File: src/rtl/irq_aggr_pkg.sv
package irq_aggr_pkg;

  localparam int ADDR_W = 4;

  localparam logic [ADDR_W-1:0] A_CFG   = 4'h0;
  localparam logic [ADDR_W-1:0] A_MASK  = 4'h1;
  localparam logic [ADDR_W-1:0] A_MODE0 = 4'h4;
  localparam logic [ADDR_W-1:0] A_STAT  = 4'hD;

  typedef enum logic [1:0] {
    TRIG_LEVEL  = 2'b00,
    TRIG_RISE   = 2'b01,
    TRIG_FALL   = 2'b10,
    TRIG_LEVEL2 = 2'b11
  } trig_e;

  function automatic logic trig_is_level(trig_e m);
    return (m == TRIG_LEVEL) || (m == TRIG_LEVEL2);
  endfunction

  function automatic logic trig_hit(trig_e m, logic cur, logic old);
    case (m)
      TRIG_RISE: return cur & ~old;
      TRIG_FALL: return ~cur & old;
      default:   return 1'b0;
    endcase
  endfunction

endpackage

File: src/rtl/irq_src_cell.sv
module irq_src_cell
  import irq_aggr_pkg::*;
(
  input  logic  clk_i,
  input  logic  rst_ni,
  input  logic  src_i,
  input  trig_e mode_i,
  input  logic  clr_i,
  output logic  sync_o,
  output logic  edge_o,
  output logic  sticky_o,
  output logic  stat_o
);
  logic meta_q, sync_q, prev_q, sticky_q;

  always_ff @(posedge clk_i or negedge rst_ni) begin
    if (!rst_ni) begin
      meta_q <= 1'b0;
      sync_q <= 1'b0;
      prev_q <= 1'b0;
    end else begin
      meta_q <= src_i;
      sync_q <= meta_q;
      prev_q <= sync_q;
    end
  end

  assign edge_o = trig_hit(mode_i, sync_q, prev_q);

  always_ff @(posedge clk_i or negedge rst_ni) begin
    if (!rst_ni)                    sticky_q <= 1'b0;
    else if (trig_is_level(mode_i)) sticky_q <= 1'b0;
    else if (edge_o)                sticky_q <= 1'b1;
    else if (clr_i)                 sticky_q <= 1'b0;
  end

  assign sync_o   = sync_q;
  assign sticky_o = sticky_q;
  assign stat_o   = trig_is_level(mode_i) ? sync_q : sticky_q;
endmodule

File: src/rtl/irq_regs.sv
module irq_regs
  import irq_aggr_pkg::*;
#(
  parameter int NUM_SRC = 8,
  parameter int DATA_W  = 8
) (
  input  logic                 clk_i,
  input  logic                 rst_ni,
  input  logic                 wr_en_i,
  input  logic                 rd_en_i,
  input  logic [ADDR_W-1:0]    addr_i,
  input  logic [DATA_W-1:0]    wr_data_i,
  input  logic [NUM_SRC-1:0]   status_i,
  output logic [DATA_W-1:0]    rd_data_o,
  output logic                 cfg_od_o,
  output logic [NUM_SRC-1:0]   mask_o,
  output logic [2*NUM_SRC-1:0] mode_o,
  output logic                 rd_clr_o
);
  localparam int MODE_REGS = (2 * NUM_SRC + DATA_W - 1) / DATA_W;

  logic               cfg_q;
  logic [NUM_SRC-1:0] mask_q;
  logic [DATA_W-1:0]  mode_q [MODE_REGS];
  logic [MODE_REGS*DATA_W-1:0] mode_all;

  always_ff @(posedge clk_i or negedge rst_ni) begin
    if (!rst_ni) begin
      cfg_q  <= 1'b0;
      mask_q <= '1;
      for (int j = 0; j < MODE_REGS; j++) mode_q[j] <= '0;
    end else if (wr_en_i) begin
      if (addr_i == A_CFG)  cfg_q  <= wr_data_i[0];
      if (addr_i == A_MASK) mask_q <= wr_data_i[NUM_SRC-1:0];
      for (int j = 0; j < MODE_REGS; j++)
        if (addr_i == A_MODE0 + ADDR_W'(j)) mode_q[j] <= wr_data_i;
    end
  end

  always_comb begin
    for (int j = 0; j < MODE_REGS; j++)
      for (int b = 0; b < DATA_W; b++)
        mode_all[j*DATA_W+b] = mode_q[j][b];
  end

  always_comb begin
    rd_data_o = '0;
    if (addr_i == A_CFG)  rd_data_o = DATA_W'(cfg_q);
    if (addr_i == A_MASK) rd_data_o = DATA_W'(mask_q);
    if (addr_i == A_STAT) rd_data_o = DATA_W'(status_i);
    for (int j = 0; j < MODE_REGS; j++)
      if (addr_i == A_MODE0 + ADDR_W'(j)) rd_data_o = mode_q[j];
  end

  assign cfg_od_o = cfg_q;
  assign mask_o   = mask_q;
  assign mode_o   = mode_all[2*NUM_SRC-1:0];
  assign rd_clr_o = rd_en_i && (addr_i == A_STAT);
endmodule

File: src/rtl/irq_aggr_ctrl.sv
module irq_aggr_ctrl
  import irq_aggr_pkg::*;
#(
  parameter int NUM_SRC = 8,
  parameter int DATA_W  = 8,
  parameter int OVF_IDX = 6,
  parameter int UNF_IDX = 7
) (
  input  logic               clk_i,
  input  logic               rst_ni,
  input  logic [NUM_SRC-1:0] src_i,
  input  logic               wr_en_i,
  input  logic               rd_en_i,
  input  logic [ADDR_W-1:0]  addr_i,
  input  logic [DATA_W-1:0]  wr_data_i,
  output logic [DATA_W-1:0]  rd_data_o,
  output logic               irq_o,
  output logic               irq_oe,
  output logic               ovfl_o,
  output logic               ovfl_oe
);
  logic                 cfg_od_w;
  logic                 rd_clr_w;
  logic                 pend_w;
  logic [NUM_SRC-1:0]   mask_w;
  logic [2*NUM_SRC-1:0] mode_w;
  logic [NUM_SRC-1:0]   sync_w, edge_w, sticky_w, status_w, lvl_w;

  irq_regs #(.NUM_SRC(NUM_SRC), .DATA_W(DATA_W)) u_regs (
    .clk_i     (clk_i),
    .rst_ni    (rst_ni),
    .wr_en_i   (wr_en_i),
    .rd_en_i   (rd_en_i),
    .addr_i    (addr_i),
    .wr_data_i (wr_data_i),
    .status_i  (status_w),
    .rd_data_o (rd_data_o),
    .cfg_od_o  (cfg_od_w),
    .mask_o    (mask_w),
    .mode_o    (mode_w),
    .rd_clr_o  (rd_clr_w)
  );

  for (genvar i = 0; i < NUM_SRC; i++) begin : g_src
    trig_e mode_i_w;
    assign mode_i_w = trig_e'(mode_w[2*i +: 2]);
    assign lvl_w[i] = trig_is_level(mode_i_w);
    irq_src_cell u_cell (
      .clk_i    (clk_i),
      .rst_ni   (rst_ni),
      .src_i    (src_i[i]),
      .mode_i   (mode_i_w),
      .clr_i    (rd_clr_w),
      .sync_o   (sync_w[i]),
      .edge_o   (edge_w[i]),
      .sticky_o (sticky_w[i]),
      .stat_o   (status_w[i])
    );
  end

  assign pend_w  = |(status_w & ~mask_w);
  assign irq_o   = cfg_od_w ? 1'b0   : pend_w;
  assign irq_oe  = cfg_od_w ? pend_w : 1'b1;
  assign ovfl_o  = 1'b0;
  assign ovfl_oe = status_w[OVF_IDX] | status_w[UNF_IDX];
endmodule

File: config.mk
export PLATFORM = sky130hd
export DESIGN_NAME = irq_aggr_ctrl
export DESIGN_NICKNAME = d
export VERILOG_FILES = /design/src/rtl/irq_aggr_pkg.sv /design/src/rtl/irq_src_cell.sv /design/src/rtl/irq_regs.sv /design/src/rtl/irq_aggr_ctrl.sv
export SDC_FILE = /design/constraint.sdc
export NUM_CORES = 1
export LEC_CHECK = 0
export ABC_AREA = 1
export BUFFER_PORTS_ARGS = -buffer_cell sky130_fd_sc_hd__buf_2
export CORE_MARGIN = 1.5
export CORE_UTILIZATION = 35
export CTS_CLUSTER_SIZE = 20
export DETAILED_ROUTE_END_ITERATION = 10
export GPL_ROUTABILITY_DRIVEN = 0
export RECOVER_POWER = 100
export SLEW_MARGIN = 30
export SYNTH_ARGS = -nofsm -noshare
export SYNTH_HDL_FRONTEND = slang
export SYNTH_SLANG_ARGS = --single-unit
File: constraint.sdc
create_clock -name clk_i -period 1.91 [get_ports clk_i]
set_clock_uncertainty 0.1 [all_clocks]
set_input_delay 0.4775 -clock clk_i [delete_from_list [all_inputs] [get_ports clk_i]]
set_output_delay 0.4775 -clock clk_i [all_outputs]
set_load 0.02 [all_outputs]
## Word level (Yosys, flattened, before mapping)

Cells that the tools add are included.

- Output and inout port bits: 12
- Bits in registers: 57
- Word-level logic and storage cells: 170
- Input bits: 24

- Eq/ne operators: 28
- Reductions and logical operators: 31
- Muxes and demuxes: 40
- Bitwise gates (word level): 35

Operators by type and width:

| kind | number |
|---|---|
| 2-bit == test, second input constant | 16 |
| 8-bit two-way mux | 4 |
| 1-bit two-way mux | 28 |
| 3-bit nonzero test | 8 |
| 1-bit AND | 16 |
| 2-bit by 1-bit == test with 1-bit output, second input constant | 8 |
| 2-bit logical NOT | 8 |
| 1-bit NOT | 16 |
| 1-bit one-hot mux with 2 select lines | 8 |
| 8-bit AND | 1 |
| 4-bit by 3-bit == test with 1-bit output, second input constant | 2 |
| 1-bit logical OR | 8 |
| 8-bit NOT | 1 |
| 2-bit AND reduction | 4 |
| 8-bit OR reduction | 1 |
| 4-bit by 1-bit == test with 1-bit output, second input constant | 1 |
| 4-bit == test, second input constant | 1 |
| 4-bit logical NOT | 1 |
| 1-bit logical AND | 1 |
| 1-bit OR | 1 |

## Logic depth before layout (Yosys ltp)

Gate-level depths: netlist of run 1.

- Depth after elaboration: 6
- Depth in mapped cells: 9
- Mapped depth without buffers: 9

## Modules after synthesis

A second synthesis of run 1 with hierarchy kept.

- Cell total of the unflattened synthesis: 357
- Area total of the unflattened synthesis: 2965.3 µm²

Modules (own cells, without submodules):

| module | sequential area each (µm²) | times used | cells an instance | area an instance (µm²) |
|---|---|---|---|---|
| irq_src_cell | 100.1 | 8 | 20 | 186.4 |
| irq_regs | 635.6 | 1 | 170 | 1361.3 |
| irq_aggr_ctrl | 0.0 | 1 | 27 | 112.6 |

## Worst setup path before layout of run 1

No wires, ideal clock.

- Kind: register to output
- Start: register u_regs.mode_q (netlist bit u_regs.mode_o[14])
- End: output irq_o
- Data arrival time: 1.421 ns
- Data required time: 1.332 ns
- Cell stages (with the launch flop): 10
- Buffers on the path: 0
- Setup slack: -0.088 ns
- Cells stage by stage: dfrtp_1 -> inv_1 -> ha_1 -> inv_1 -> nand2_1 -> nand2_1 -> nand2_1 -> nand2_1 -> nor2_1 -> a21oi_1

- Word-level cells in the longest chain between the ends: 6
- Elaborated cells between the ends (all ways): 7
- Those cells by class: eq/ne: 1; mux: 2; bitwise: 1; reduce/logical: 3

RTL lines:

| item | line | RTL |
|---|---|---|
| start: declaration | irq_regs.sv:24 | `logic [DATA_W-1:0] mode_q [MODE_REGS];` |
| start signal: indexed assignment | irq_regs.sv:36 | `if (addr_i == A_MODE0 + ADDR_W'(j)) mode_q[j] <= wr_data_i;` |
| 2-bit == test / 2-bit logical NOT (equally long branches) | irq_aggr_pkg.sv:18 | `return (m == TRIG_LEVEL) \|\| (m == TRIG_LEVEL2);` |
| 1-bit logical OR (*) | irq_aggr_pkg.sv:18 |  |
| 1-bit two-way mux (*) | irq_src_cell.sv:39 | `assign stat_o = trig_is_level(mode_i) ? sync_q : sticky_q;` |
| 8-bit AND (*) | irq_aggr_ctrl.sv:61 | `assign pend_w = \|(status_w & ~mask_w);` |
| 8-bit OR reduction (*) | irq_aggr_ctrl.sv:61 |  |
| 1-bit two-way mux (*) | irq_aggr_ctrl.sv:62 | `assign irq_o = cfg_od_w ? 1'b0 : pend_w;` |
| end: declaration | irq_aggr_ctrl.sv:17 | `output logic irq_o,` |

Every way passes the cells marked *; elsewhere a longest branch is shown, timed or not.

## Worst setup path after layout of run 1

- Start: register u_regs.mode_q (netlist bit u_regs.mode_o[6])
- End: output irq_o

Same word-level chain as after synthesis.

==> impl_metrics.csv, run 1 <==
group,metric,value,unit
logic_synthesis,ys.flop_type,"dfrtp_1",
cts,cts.reportedPaths.clkPinSlew,0.07,ns
status,status,"complete, but fails checks",
power_and_ir_drop,p_per_area,1120,nW/um^2
cts,ctsHoldBuffers,0,
placement,dp_hpwl,4.42,mm
cts,cts_buffer_depth,2,
worst_setup_path,path_max_fanout,3,
cells_and_area,seq_area,1440,sq um
worst_setup_path,r2r_slack,0.10,ns
worst_setup_path,r2r-start,"u_regs.mode_o[1]$_DFFE_PN0P_",
cts,htreeDepth,3,
logic_synthesis,synth_area_leaders,"dfrtp_1 (45%), nand2_1 (11%), inv_1 (7.8%), dfstp_2 (7.7%), ha_1 (7.3%)",
routing,drc,0,
placement,dpl_worst_slack,-0.179,ns
worst_setup_path,startpoint_type,"register",
placement,io_buffers,34,
cells_and_area,area_delta_synth_final,46.9,%
min_path,min_delay_path_depth,1,
min_path,hp-start,"src_i[1]",
cts,cts_made_buffers,9,
logic_synthesis,yosysTopAreaCell,"dfrtp_1",
die,dieArea,8340,sq um
cells_and_area,antenna_cells,0,
grt,grt_pass1_wl,11.4,mm
worst_setup_path,critPathKind,"reg -> out",
power_and_ir_drop,p_leak,1.97,nW
sta,layout_min_cycle_time,2.30,ns
logic_synthesis,syn_inst,308,
run,cap_viol_max_count,0,
worst_setup_path,r2r-end,"g_src[0].u_cell.sticky_o$_DFFE_PN0P_",
logic_synthesis,yosysWarnings,0,
sta,worst_slack,-0.390,ns
grt,antenna_found_initial,0,
routing,vias,2324,
status,failed_checks,"negative setup slack",
sta,post-route-period-util,1.20,
logic_synthesis,synth-seq-area-share,0.526,
routing,drt.antenna.violating_nets,0,
logic_synthesis,synth_top_area_share,0.449,
grt,track_usage,0.178,
grt,grt-ovfl-total,0,
grt,grt_pass1_vias,2344,
logic_synthesis,synth_cell_type_count,26,
sta,clock.fmax,0.435,GHz
power_and_ir_drop,vdd_drop_max,0.000403,V
routing,drtPass1Iterations,4,
logic_synthesis,syn-cell-area,2730,sq um
logic_synthesis,avgSynthCellArea,8.87,sq um
die,start_util,0.357,
routing,drt_iter0_markers,72,
die,die_height,91.3,um
cells_and_area,multi_input_comb_area,1320,sq um
routing,viasPerCell,4.52,
cts,root_buffer,"clkbuf_8",
logic_synthesis,netlist_top_cells_count,"nand2_1 (80), inv_1 (57), dfrtp_1 (49)",
die,pin_count,36,
routing,wirelength,6.85,mm
logic_synthesis,ys_ff_latch,57,
grt,grt_max_degree,58,
cells_and_area,finish.utilization,0.525,
cts,cts_tree,"yes",
logic_synthesis,synth-edff-count,0,
worst_setup_path,end_kind,"output port",
logic_synthesis,synthArstFlopShare,1.00,
cells_and_area,drive_above_1_share,0.456,
sta,hold-worst-slack,0.145,ns
sta,setup_viol,11,
min_path,holdPathEnd,"g_src[1].u_cell.meta_q$_DFF_PN0_",
power_and_ir_drop,power.total,4.48,mW
sta,slew_headroom,0.0583,
routing,detail_route.wl_per_cell,13.3,um
worst_setup_path,crit_required,1.33,ns
sta,finalHoldViolations,0,
sta,rsz0062_at_grt,"true",
sta,worst_pin_slew,1.41,ns
min_path,hold_class,"in -> reg",
sta,maxSlewViolCount,0,
worst_setup_path,arrival,1.72,ns
die,design.core.area,7650,sq um
die,num_rows,32,
die,fp.dieW,91.3,um
cells_and_area,fill_cells,694,
worst_setup_path,reg2reg_depth,11,
cts,clkSinkCount,57,
cells_and_area,nets,447,
sta,fin_tns_setup,-3.01,ns
logic_synthesis,yosysMostFrequentCell,"nand2_1",
cts,clkLatencyLatePin,0.33,ns
logic_synthesis,syn-num-nets,348,
per-stage QoR:
stage                     area, sq um  std cells
after floorplan                  2750        308
after global placement           3330        476
after detailed placement         3330        476
after CTS                        3930        508
after global routing             4010        514
final                            4010        514
routing by layer:
metal  up-vias  global-route usage  share of wire
li1       1173                   -              -
met1      1103               0.221           0.43
met2        40               0.302           0.52
met3         8              0.0385          0.042
met4         0              0.0703          0.012
met5         -                   0              0
power by group:
group | total, mW | internal [mW] | switching, mW
Sequential | 1.58 | 1.43 | 0.149
Clock | 1.11 | 0.628 | 0.487
Combinational | 1.79 | 0.935 | 0.853
worst max path at each step:
stage,startpoint,to,slack [ns],cells after the start
after global placement,addr_i[3],rd_data_o[2],-0.22,5
after floorplan,u_regs.mode_o[4]$_DFFE_PN0P_,irq_o,0.008,7
after CTS,u_regs.mode_o[13]$_DFFE_PN0P_,irq_oe,-0.39,9
after global routing,u_regs.mode_o[3]$_DFFE_PN0P_,irq_o,-0.46,8
after detailed placement,addr_i[3],rd_data_o[2],-0.18,5
final,u_regs.mode_o[6]$_DFFE_PN0P_,irq_o,-0.39,8
sequential cells by signal, indices dropped and copies added, names as in the netlist:
signal,cells
g_src.u_cell.meta_q,8
u_regs.mode_o,16
g_src.u_cell.prev_q,8
u_regs.cfg_od_o,1
g_src.u_cell.sticky_o,8
g_src.u_cell.sync_o,8
u_regs.mask_o,8
timing repair:
| action | in CTS | in global routing |
|---|---|---|
| setup buffers | 18 | 10 |
| pin swaps | 34 | 15 |
| gates cloned | 0 | 0 |
| setup endpoints to repair | 11 | 12 |
| gates resized for setup | 79 | 28 |
kinds of logic after synthesis:
family	Yosys count	synth area share
AOI/OAI and AO/OA	54	0.123
adders and majority gates	16	0.0733
buffers and inverters	62	0.0902
DFF	57	0.526
other	1	0.00137
and+or+nand+nor	118	0.186
layout make-up:
| cell class | count | share of cell area |
|---|---|---|
| flip-flops and latches | 57 | 0.358 |
| multi-input cells | 189 | 0.328 |
| repair buffers | 92 | 0.176 |
| inverters | 58 | 0.0568 |
| clock buffers | 10 | 0.0343 |
| well taps | 102 | 0.0318 |
| clock inverters | 6 | 0.0143 |
layout by cell type (no fill, tap or decap), types with 11 or more instances in the layout:
cell type	synthesis	final
inv_2	1	11
dfrtp_1	49	49
buf_2	2	21
o21ai_0	22	20
nand2_2	4	18
buf_6	1	14
inv_1	57	43
nand2_1	80	58
buf_4	1	46
nor2_1	12	11
worst max-delay path, stage by stage (launching register included):
cell and delay [ns]:
dfrtp_1 0.39, inv_2 0.09, ha_4 0.21, or2_4 0.23, nand3_2 0.06, nand2_2 0.06
nor2_4 0.13, a21oi_2 0.06, buf_4 0.15
Note: power is estimated with default switching activity, not from simulation.
==> run 2: changes to the inputs <==
Settings changed: PLACE_DENSITY_LB_ADDON from default to 0.12.
==> impl_metrics.csv, run 2 (same netlist as run 1, synthesis figures left out) <==
group,metric,value,unit
die,start_util,0.357,
sta,finalHoldViolations,0,
worst_setup_path,r2r_slack,0.07,ns
cts,clkLatencyLatePin,0.33,ns
grt,track_usage,0.180,
min_path,hold_class,"in -> reg",
power_and_ir_drop,p_leak,1.94,nW
routing,drt_iter0_markers,87,
die,design.core.area,7650,sq um
sta,slew_headroom,0.0324,
routing,drtPass1Iterations,4,
cts,cts_tree,"yes",
cells_and_area,final_cell_mix,"nand2_1 (57), dfrtp_1 (49), buf_4 (46)",
sta,setup_viol,11,
cells_and_area,drive_above_1_share,0.449,
worst_setup_path,end_kind,"output port",
grt,grt-ovfl-total,0,
run,cap_viol_max_count,0,
sta,fin_tns_setup,-3.47,ns
cells_and_area,antenna_cells,0,
min_path,holdPathEnd,"g_src[2].u_cell.meta_q$_DFF_PN0_",
routing,viasPerCell,4.51,
power_and_ir_drop,power.total,4.40,mW
cells_and_area,nets,439,
worst_setup_path,startpoint_type,"register",
cts,clkSinkCount,57,
status,failed_checks,"negative setup slack",
sta,worst_pin_slew,1.45,ns
power_and_ir_drop,p_per_area,1120,nW/um^2
cts,ctsHoldBuffers,0,
die,dieArea,8340,sq um
sta,post-route-period-util,1.22,
routing,drt.antenna.violating_nets,0,
placement,dp_cells,478,
die,fp.dieW,91.3,um
sta,worst_slack,-0.411,ns
cts,cts_made_buffers,9,
min_path,min_delay_path_depth,1,
worst_setup_path,critPathKind,"reg -> out",
cts,htreeDepth,3,
worst_setup_path,reg2reg_depth,10,
routing,detail_route.wl_per_cell,13.6,um
cells_and_area,area_delta_synth_final,43.4,%
sta,rsz0062_at_grt,"true",
die,num_rows,32,
worst_setup_path,path_max_fanout,2,
min_path,hp-start,"src_i[2]",
cts,cts.reportedPaths.clkPinSlew,0.07,ns
routing,wirelength,6.84,mm
sta,layout_min_cycle_time,2.32,ns
placement,dp_hpwl,4.54,mm
die,die_height,91.3,um
placement,io_buffers,34,
worst_setup_path,r2r-end,"g_src[7].u_cell.sticky_o$_DFFE_PN0P_",
grt,grt_pass1_vias,2305,
worst_setup_path,r2r-start,"u_regs.mode_o[15]$_DFFE_PN0P_",
routing,vias,2278,
grt,antenna_found_initial,0,
cells_and_area,finish.utilization,0.512,
cells_and_area,largest_reg_flops,16,
routing,drc,0,
sta,maxSlewViolCount,0,
die,pin_count,36,
grt,grt_pass1_wl,11.5,mm
cts,cts_buffer_depth,2,
grt,grt_max_degree,58,
cells_and_area,final_common_cell,"nand2_1",
worst_setup_path,crit_required,1.33,ns
cts,root_buffer,"clkbuf_8",
sta,clock.fmax,0.431,GHz
power_and_ir_drop,vdd_drop_max,0.000462,V
status,status,"complete, but fails checks",
cells_and_area,fin_cells,505,
worst_setup_path,arrival,1.74,ns
[run 2: cell count changes in the layout (fill, tap and decap cells not counted), moves of 2 or more]
| cell | before | now |
|---|---|---|
| buf_6 | 14 | 6 |
| nand2_2 | 18 | 25 |
| nand2_4 | 9 | 3 |
| clkinv_2 | 4 | 1 |
| inv_4 | 4 | 1 |
| buf_12 | 3 | 1 |
| inv_1 | 43 | 45 |
[run 2: metrics by stage]
stage                     area [sq um]  hold WS [ns]  setup WS (ns)
final                             3920         0.149         -0.411
after floorplan                   2750        0.0819        0.00827
after global routing              3920         0.121         -0.491
after detailed placement          3350         0.236         -0.187
after CTS                         3870        0.0395         -0.458
after global placement            3350         0.232         -0.198
[run 2: routing by layer]
metal | track usage | share of wire | vias to the layer above
li1 | - | - | 1156
met1 | 0.236 | 0.47 | 1073
met2 | 0.285 | 0.48 | 39
met3 | 0.0511 | 0.035 | 10
met4 | 0.0586 | 0.015 | 0
met5 | 0 | 0 | -
[run 2: layout make-up]
class	count	area, sq um
clock buffer	12	155
multi-input combinational	189	1310
fill	745	3730
clock inverter	3	65.1
tap	102	128
sequential	57	1440
inverter	58	220
timing repair buffer	84	601
[run 2: what timing repair did]
action | 4_1_cts | 5_1_grt
setup buffers | 16 | 2
resized for setup | 49 | 39
pin swaps | 29 | 21
endpoints found under the setup margin | 11 | 12
[run 2: worst max-delay path: stages, from the launching register on]
cell	delay, ns
dfrtp_1	0.41
ha_4	0.25
or2_4	0.23
nand3_2	0.08
nand2_2	0.07
nor2_4	0.13
nand3_2	0.10
buf_6	0.15
[run 2: where the power goes]
group          leakage (nW)  internal [mW]  switching (mW)
clock network         0.112          0.797           0.469
logic                  1.15          0.778           0.787
registers             0.678           1.43           0.135
[run 2: how the worst max path moves through the flow]
stage,from,endpoint,slack [ns],cells past startpoint
CTS,u_regs.mode_o[6]$_DFFE_PN0P_,irq_oe,-0.46,8
global placement,u_regs.mode_o[11]$_DFFE_PN0P_,irq_o,-0.20,9
finish,u_regs.mode_o[7]$_DFFE_PN0P_,irq_oe,-0.41,7
floorplan,u_regs.mode_o[4]$_DFFE_PN0P_,irq_o,0.008,7
global route,u_regs.mode_o[6]$_DFFE_PN0P_,irq_oe,-0.49,8
detailed placement,u_regs.mode_o[13]$_DFFE_PN0P_,irq_o,-0.19,10
